<file path="src/rtl/sha1_sched_pkg.sv">
package sha1_sched_pkg;
  localparam int WORD_W = 32;
  localparam int WIN_N  = 16;
  localparam int ROUNDS = 80;
  localparam int TAP_N  = 4;
  localparam int ROT    = 1;

  // distance back from the word being produced
  function automatic int tap_dist(input int k);
    case (k)
      0:       return 3;
      1:       return 8;
      2:       return 14;
      default: return 16;
    endcase
  endfunction
endpackage

</file>
<file path="src/rtl/sha1_sched_window.sv">
module sha1_sched_window #(
  parameter int WORD_W = sha1_sched_pkg::WORD_W,
  parameter int WIN_N  = sha1_sched_pkg::WIN_N
) (
  input  logic                           clk_i,
  input  logic                           rst_ni,
  input  logic                           load_i,
  input  logic [WIN_N*WORD_W-1:0]        block_i,
  input  logic                           shift_i,
  input  logic [WORD_W-1:0]              new_word_i,
  output logic [WIN_N-1:0][WORD_W-1:0]   win_o
);
  // win_o[k] holds W[i-WIN_N+k] once expansion has started
  for (genvar k = 0; k < WIN_N; k++) begin : g_slot
    logic [WORD_W-1:0] nxt;
    if (k == WIN_N - 1) begin : g_tail
      assign nxt = new_word_i;
    end else begin : g_body
      assign nxt = win_o[k+1];
    end
    always_ff @(posedge clk_i or negedge rst_ni) begin
      if (!rst_ni)      win_o[k] <= '0;
      else if (load_i)  win_o[k] <= block_i[k*WORD_W +: WORD_W];
      else if (shift_i) win_o[k] <= nxt;
    end
  end
endmodule

</file>
<file path="src/rtl/sha1_sched_mix.sv">
module sha1_sched_mix #(
  parameter int WORD_W = sha1_sched_pkg::WORD_W,
  parameter int WIN_N  = sha1_sched_pkg::WIN_N,
  parameter int TAP_N  = sha1_sched_pkg::TAP_N,
  parameter int ROT    = sha1_sched_pkg::ROT
) (
  input  logic [WIN_N-1:0][WORD_W-1:0] win_i,
  output logic [WORD_W-1:0]            word_o
);
  logic [TAP_N:0][WORD_W-1:0] acc;
  assign acc[0] = '0;
  for (genvar t = 0; t < TAP_N; t++) begin : g_tap
    localparam int SLOT = WIN_N - sha1_sched_pkg::tap_dist(t);
    assign acc[t+1] = acc[t] ^ win_i[SLOT];
  end
  assign word_o = {acc[TAP_N][WORD_W-1-ROT:0], acc[TAP_N][WORD_W-1 -: ROT]};
endmodule

</file>
<file path="src/rtl/sha1_sched_ctrl.sv">
module sha1_sched_ctrl #(
  parameter int ROUNDS = sha1_sched_pkg::ROUNDS,
  parameter int WIN_N  = sha1_sched_pkg::WIN_N,
  parameter int IDX_W  = $clog2(ROUNDS)
) (
  input  logic             clk_i,
  input  logic             rst_ni,
  input  logic             load_i,
  input  logic             ready_i,
  output logic             valid_o,
  output logic [IDX_W-1:0] idx_o,
  output logic             last_o,
  output logic             load_en_o,
  output logic             shift_o,
  output logic             expand_o
);
  localparam logic [IDX_W-1:0] LAST_IDX = IDX_W'(ROUNDS - 1);
  localparam logic [IDX_W-1:0] WIN_IDX  = IDX_W'(WIN_N);

  logic active_q;
  logic [IDX_W-1:0] idx_q;
  logic fire;

  assign fire      = active_q & ready_i;
  assign load_en_o = load_i & ~active_q;
  assign expand_o  = idx_q >= WIN_IDX;
  assign shift_o   = fire & expand_o;
  assign valid_o   = active_q;
  assign idx_o     = idx_q;
  assign last_o    = active_q & (idx_q == LAST_IDX);

  always_ff @(posedge clk_i or negedge rst_ni) begin
    if (!rst_ni) begin
      active_q <= 1'b0;
      idx_q    <= '0;
    end else if (load_en_o) begin
      active_q <= 1'b1;
      idx_q    <= '0;
    end else if (fire) begin
      if (idx_q == LAST_IDX) begin
        active_q <= 1'b0;
        idx_q    <= '0;
      end else begin
        idx_q <= idx_q + 1'b1;
      end
    end
  end

  assert_stall_hold_R6: assert property (@(posedge clk_i) disable iff (!rst_ni)
    valid_o && !ready_i |=> valid_o && $stable(idx_o));
  assert_idx_step_R5: assert property (@(posedge clk_i) disable iff (!rst_ni)
    valid_o && ready_i && !last_o |=> valid_o && idx_o == $past(idx_o) + 1'b1);
  assert_done_R5: assert property (@(posedge clk_i) disable iff (!rst_ni)
    valid_o && ready_i && last_o |=> !valid_o);
  assert_last_idx_R7: assert property (@(posedge clk_i) disable iff (!rst_ni)
    last_o |-> valid_o && idx_o == LAST_IDX);
  assert_load_ignored_R8: assert property (@(posedge clk_i) disable iff (!rst_ni)
    valid_o && load_i && !ready_i |=> idx_o == $past(idx_o));
  assert_load_start_R2: assert property (@(posedge clk_i) disable iff (!rst_ni)
    !valid_o && load_i |=> valid_o && idx_o == '0);
endmodule

</file>
<file path="src/rtl/sha1_sched_expander.sv">
module sha1_sched_expander #(
  parameter int WORD_W = sha1_sched_pkg::WORD_W,
  parameter int WIN_N  = sha1_sched_pkg::WIN_N,
  parameter int ROUNDS = sha1_sched_pkg::ROUNDS,
  parameter int IDX_W  = $clog2(ROUNDS)
) (
  input  logic                    clk_i,
  input  logic                    rst_ni,
  input  logic                    load_i,
  input  logic [WIN_N*WORD_W-1:0] block_i,
  input  logic                    ready_i,
  output logic                    valid_o,
  output logic [WORD_W-1:0]       word_o,
  output logic [IDX_W-1:0]        idx_o,
  output logic                    last_o
);
  localparam int SEL_W = $clog2(WIN_N);

  logic load_en, shift, expand;
  logic [WIN_N-1:0][WORD_W-1:0] win;
  logic [WORD_W-1:0] mix_word;

  sha1_sched_ctrl #(.ROUNDS(ROUNDS), .WIN_N(WIN_N), .IDX_W(IDX_W)) u_ctrl (
    .clk_i, .rst_ni, .load_i, .ready_i,
    .valid_o, .idx_o, .last_o,
    .load_en_o(load_en), .shift_o(shift), .expand_o(expand)
  );

  sha1_sched_window #(.WORD_W(WORD_W), .WIN_N(WIN_N)) u_win (
    .clk_i, .rst_ni,
    .load_i(load_en), .block_i,
    .shift_i(shift), .new_word_i(mix_word),
    .win_o(win)
  );

  sha1_sched_mix #(.WORD_W(WORD_W), .WIN_N(WIN_N)) u_mix (
    .win_i(win), .word_o(mix_word)
  );

  // raw slices are read in place; expanded words come from the taps
  assign word_o = expand ? mix_word : win[idx_o[SEL_W-1:0]];

  assert_word_hold_R6: assert property (@(posedge clk_i) disable iff (!rst_ni)
    valid_o && !ready_i |=> $stable(word_o));
  assert_reset_idle_R1: assert property (@(posedge clk_i)
    !rst_ni |=> !valid_o || $past(load_i));
endmodule

</file>
<file path="config.mk">
export PLATFORM = sky130hd
export DESIGN_NAME = sha1_sched_expander
export DESIGN_NICKNAME = d
export VERILOG_FILES = /design/src/rtl/sha1_sched_pkg.sv /design/src/rtl/sha1_sched_window.sv /design/src/rtl/sha1_sched_mix.sv /design/src/rtl/sha1_sched_ctrl.sv /design/src/rtl/sha1_sched_expander.sv
export SDC_FILE = /design/constraint.sdc
export NUM_CORES = 2
export LEC_CHECK = 0
export CORE_MARGIN = 3
export CORE_UTILIZATION = 45
export CTS_CLUSTER_DIAMETER = 80
export DETAILED_ROUTE_END_ITERATION = 7
export DONT_BUFFER_PORTS = 1
export GPL_TIMING_DRIVEN = 0
export PLACE_DENSITY_LB_ADDON = 0.1
export SLEW_MARGIN = 20
export SYNTH_ARGS = -nofsm -noshare
export SYNTH_HDL_FRONTEND = slang
export SYNTH_SLANG_ARGS = --single-unit
export TNS_END_PERCENT = 1
</file>
<file path="constraint.sdc">
create_clock -name clk_i -period 1.85 [get_ports clk_i]
set_input_delay 0.2775 -clock clk_i [delete_from_list [all_inputs] [get_ports clk_i]]
set_output_delay 0.2775 -clock clk_i [all_outputs]
set_load 0.005 [all_outputs]
</file>
==> results_tabular.tex <==
\begin{tabular}{lr}
\hline
Metric & Value \\
\hline
\multicolumn{2}{l}{\textbf{Synth}} \\
\quad Net count after synthesis & 3,801 \\
\quad Fraction of post-synthesis cell area in the top cell type by area & 0.4536 \\
\quad Avg Inst Size Synth & 8.736 um2 \\
\quad Post-Syn Area & 28,690 um2 \\
\quad Number of enable flip-flop cells after synthesis & 0 \\
\quad Synthesis warning total & 0 \\
\quad Synth Register Bits & 520 \\
\quad Number of distinct library cells after synthesis & 32 \\
\quad Sequential cell area fraction in the yosys report & 0.4536 \\
\quad Top cell type by total area after synthesis & sky130\_fd\_sc\_hd\_\_dfrtp\_1 \\
\quad Number of instances in the synthesized netlist & 3,284 \\
\quad Top area cells in the synthesized netlist & sky130\_fd\_sc\_hd\_\_dfrtp\_1 45\%, sky130\_fd\_sc\_hd\_\_nand2\_1 13\%, sky130\_fd\_sc\_hd\_\_a31oi\_1 10\% \\
\quad Post-synthesis async set-or-reset flop share & 1.000 \\
\quad Most used flip-flop cell after synthesis & sky130\_fd\_sc\_hd\_\_dfrtp\_1 \\
\multicolumn{2}{l}{\textbf{Timing}} \\
\quad RSZ-0062 raised after global routing & true \\
\quad Final Max Tran Viols & 249 \\
\quad Number of setup violations in the final report & 547 \\
\quad Setup skew after layout & 0.02738 ns \\
\quad Hold violation count in the final report & 520 \\
\quad Final worst path period share & 1.705 \\
\quad Final worst slack & -1.305 ns \\
\quad F\_max & 0.3170 GHz \\
\quad Worst slack on hold paths & -0.6315 ns \\
\quad Slew of the pin with the lowest slew margin & 2.635 ns \\
\quad Max transition margin & -0.7569 \\
\quad Final Critical Period & 3.155 ns \\
\multicolumn{2}{l}{\textbf{Final layout}} \\
\quad Synthesis-to-layout area growth & 34.48\% \\
\quad Filler instances & 5,505 \\
\quad Multi-input gate area & 14,760 um2 \\
\quad Register Area & 13,020 um2 \\
\quad Total number of nets in the final design & 4,381 \\
\quad Share of post-route cells with drive strength above 1 & 0.1522 \\
\multicolumn{2}{l}{\textbf{Min path}} \\
\quad Worst hold path type & input pin to async pin \\
\multicolumn{2}{l}{\textbf{CTS}} \\
\quad CTS H-tree depth & 2 \\
\quad Clock transition at the registers of the reported paths & 0.06 ns \\
\quad Clock network latency to the later pin of the worst-skew pair & 0.64 ns \\
\quad Cts hold-fix bufs & 514 \\
\quad Longest Clk Path Bufs & 3 \\
\quad Clock sink total & 520 \\
\quad Num CTS Buffers & 60 \\
\quad TritonCTS clock tree & yes \\
\quad Root buffer selected by CTS & sky130\_fd\_sc\_hd\_\_clkbuf\_16 \\
\multicolumn{2}{l}{\textbf{Die}} \\
\quad Total core area & 62,390 um2 \\
\quad Number of cell rows & 91 \\
\quad Chip Width & 258.5 um \\
\quad Count of pins on the block boundary & 557 \\
\quad Vert. Die Dim & 258.5 um \\
\quad Starting density of the core & 0.4598 \\
\quad Die ar. & 66,820 um2 \\
\multicolumn{2}{l}{\textbf{Drt}} \\
\quad Routed length per placed instance & 30.31 um \\
\quad Count of routing violations after the opening detailed-route iteration & 3,839 \\
\quad Total routed wirelength & 144,800 um \\
\quad Via count & 30,340 \\
\quad Drc violations & 0 \\
\quad DRT antenna net count & 0 \\
\quad Length of the first detailed-routing pass in iterations & 6 \\
\quad DR vias/cell & 6.351 \\
\multicolumn{2}{l}{\textbf{GRT}} \\
\quad Wire length of the first global-routing pass & 204,900 um \\
\quad Pin count of the biggest net entering global routing & 521 \\
\quad Via count of the first global-routing pass & 29,640 \\
\quad GRT Residual Overflow & 0 \\
\quad Antenna violations before repair & 36 \\
\quad Global-route usage over all layers & 0.4217 \\
\multicolumn{2}{l}{\textbf{Placement}} \\
\quad Total of buffers placed on input and output ports & 0 \\
\quad Final weighted congestion in routability-driven placement & 0.9822 \\
\quad DP HPWL & 109,700 um \\
\multicolumn{2}{l}{\textbf{Setup path}} \\
\quad Worst endpoint data arrival time & 2.88 ns \\
\quad Highest net fanout along the worst path & 10 \\
\quad Cell family contributing the most delay on the critical path & multiplexers \\
\quad Critical path's most frequent cell & sky130\_fd\_sc\_hd\_\_buf\_12 \\
\quad Kind of launch point of the worst setup path & flop \\
\quad Length in cells of the worst reg-to-reg path & 6 \\
\quad Series of cell instances along the critical path & buf\_6 -> buf\_12 -> buf\_12 -> mux4\_2 -> mux2\_4 -> a22oi\_2 -> o21ai\_2 \\
\quad Endpoint class of the critical path & output port \\
\quad Stages on the worst setup path & 7 \\
\quad Number of buffer and inverter stages on the critical path & 3 \\
\quad Slowest cell on the critical path & sky130\_fd\_sc\_hd\_\_mux4\_2 \\
\quad Crit path largest cell delay & 0.50 ns \\
\quad Critical setup path kind & flop to output port \\
\quad Data required time of the critical path & 1.57 ns \\
\multicolumn{2}{l}{\textbf{Pwr}} \\
\quad Power per Cell Area & 1822 nW/um2 \\
\quad Worst VDD drop & 0.001025 V \\
\quad P\_leak & 16.52 nW \\
\quad Pwr Total & 70.29 mW \\
\multicolumn{2}{l}{\textbf{Job}} \\
\quad Maximum Capacitance Violations & 0 \\
\multicolumn{2}{l}{\textbf{Status}} \\
\quad Violations in the final reports & negative hold slack, max-slew violations, negative setup slack \\
\quad Run status & complete, but fails checks \\
\hline
\end{tabular}
[state kept, by name, summed over array words and instances (netlist names)]
signal	cells
u_ctrl.idx_o	7
u_ctrl.valid_o	1
u_win.g_slot.nxt	480
u_win.win_o	32
[per-layer routing]
metal  part of all wire  global-route usage
met1               0.38              0.5493
met2               0.45              0.6562
met3               0.10             0.08463
met4              0.072              0.2457
met5            0.00087                   0
[final timing paths]
kind	startpoint	end	slack, ns
worst max-delay path	u_ctrl.idx_o[0]	word_o[14]	-1.31
worst min-delay path	rst_ni	u_win.g_slot[8].nxt[27]	-0.63
worst max register to register	u_ctrl.valid_o	u_win.g_slot[0].nxt[14]	-0.37
worst min register to register	u_win.g_slot[13].nxt[16]	u_win.g_slot[12].nxt[16]	0.55
max in group asynchronous	rst_ni	u_win.g_slot[6].nxt[5]	0.43
min in group clk_i	ready_i	u_ctrl.valid_o	0.11
[placed cells by master, fill, tap and decap left out, drive strengths merged]
cell	synthesis	final
a311oi	1	1
dlygate4sd3	0	514
a21o	1	1
clkbuf	149	242
and2	2	2
nand4b	1	1
a31oi	481	481
buf	133	139
nand2b	2	2
clkinv	0	5
dfrtp	520	520
a22o	30	30
nor2b	3	3
or3	1	1
bufinv	0	5
diode	0	31
xnor2	64	64
nand3	4	4
mux4	94	94
mux2i	101	101
xor2	33	33
a22oi	39	39
a21oi	35	35
o21ai	64	64
ha	1	1
nand4	2	2
o2bb2ai	1	1
mux2	32	32
nor3b	1	1
nor2	519	519
and3	2	2
inv	2	4
nand2	966	966
[Yosys cell counts, types with 3 or more instances]
cell type                  number
sky130_fd_sc_hd__mux4_2        94
sky130_fd_sc_hd__a31oi_1      481
sky130_fd_sc_hd__o21ai_0       64
sky130_fd_sc_hd__a21oi_1       35
sky130_fd_sc_hd__a22o_1        30
sky130_fd_sc_hd__buf_1          7
sky130_fd_sc_hd__xnor2_1       64
sky130_fd_sc_hd__nand3_1        4
sky130_fd_sc_hd__xor2_1        33
sky130_fd_sc_hd__a22oi_1       39
sky130_fd_sc_hd__buf_2         67
sky130_fd_sc_hd__nor2_1       519
sky130_fd_sc_hd__buf_6         49
sky130_fd_sc_hd__dfrtp_1      520
sky130_fd_sc_hd__mux2_2        32
sky130_fd_sc_hd__mux2i_1      101
sky130_fd_sc_hd__buf_4         10
sky130_fd_sc_hd__nand2_1      966
sky130_fd_sc_hd__nor2b_1        3
sky130_fd_sc_hd__clkbuf_1     149
[area by class of cell]
| type | count | share of cell area |
|---|---|---|
| clock inverters | 12 | 0.004994 |
| flip-flops and latches | 520 | 0.3374 |
| repair buffers | 518 | 0.1349 |
| well taps | 837 | 0.02715 |
| multi-input cells | 2480 | 0.3825 |
| plain buffers | 282 | 0.06379 |
| clock buffers | 95 | 0.04703 |
| inverters | 2 | 0.0001946 |
| diodes | 31 | 0.002011 |
[stage by stage]
| stage | utilization | area [um2] | setup TNS, ns | std cells | setup WS (ns) |
|---|---|---|---|---|---|
| after global placement | 0.4774 | 29790 | -515.86 | 4121 | -1.387 |
| after detailed placement | 0.4774 | 29790 | -478.44 | 4121 | -1.374 |
| final | 0.6183 | 38580 | -141.32 | 4777 | -1.305 |
| after CTS | 0.6089 | 37990 | -121.87 | 4745 | -1.283 |
| after global routing | 0.6176 | 38540 | -155.64 | 4760 | -1.303 |
| after floorplan | - | 28740 | -5.356 | 3284 | -0.1665 |
[where the power goes]
part	switching, mW	total, mW	internal (mW)	leakage (nW)
combinational	18.5	33.4	15.0	9.82
sequential	7.33	24.3	17.0	5.71
clock	5.15	12.5	7.35	0.987
[what timing repair did]
action / in CTS / in global routing
pin swaps: 6 / 4
gates resized for setup: 377 / 126
setup endpoints to repair: 552 / 550
hold endpoints to repair: 1035 / 520
gates cloned: 0 / 1
setup buffers: 3 / 0
[cells by family after synthesis]
| family | after synthesis | share of synthesized area |
|---|---|---|
| AND/OR/NAND/NOR | 1503 | 0.1982 |
| AO/OA/AOI/OAI | 652 | 0.1424 |
| flip-flops | 520 | 0.4536 |
| buffers and inverters | 284 | 0.05421 |
| multiplexers | 227 | 0.1216 |
| XOR/XNOR | 97 | 0.02961 |
| adder cells (fa/ha/maj) | 1 | 0.0004361 |
No activity file was read; power rests on OpenSTA's default activity.
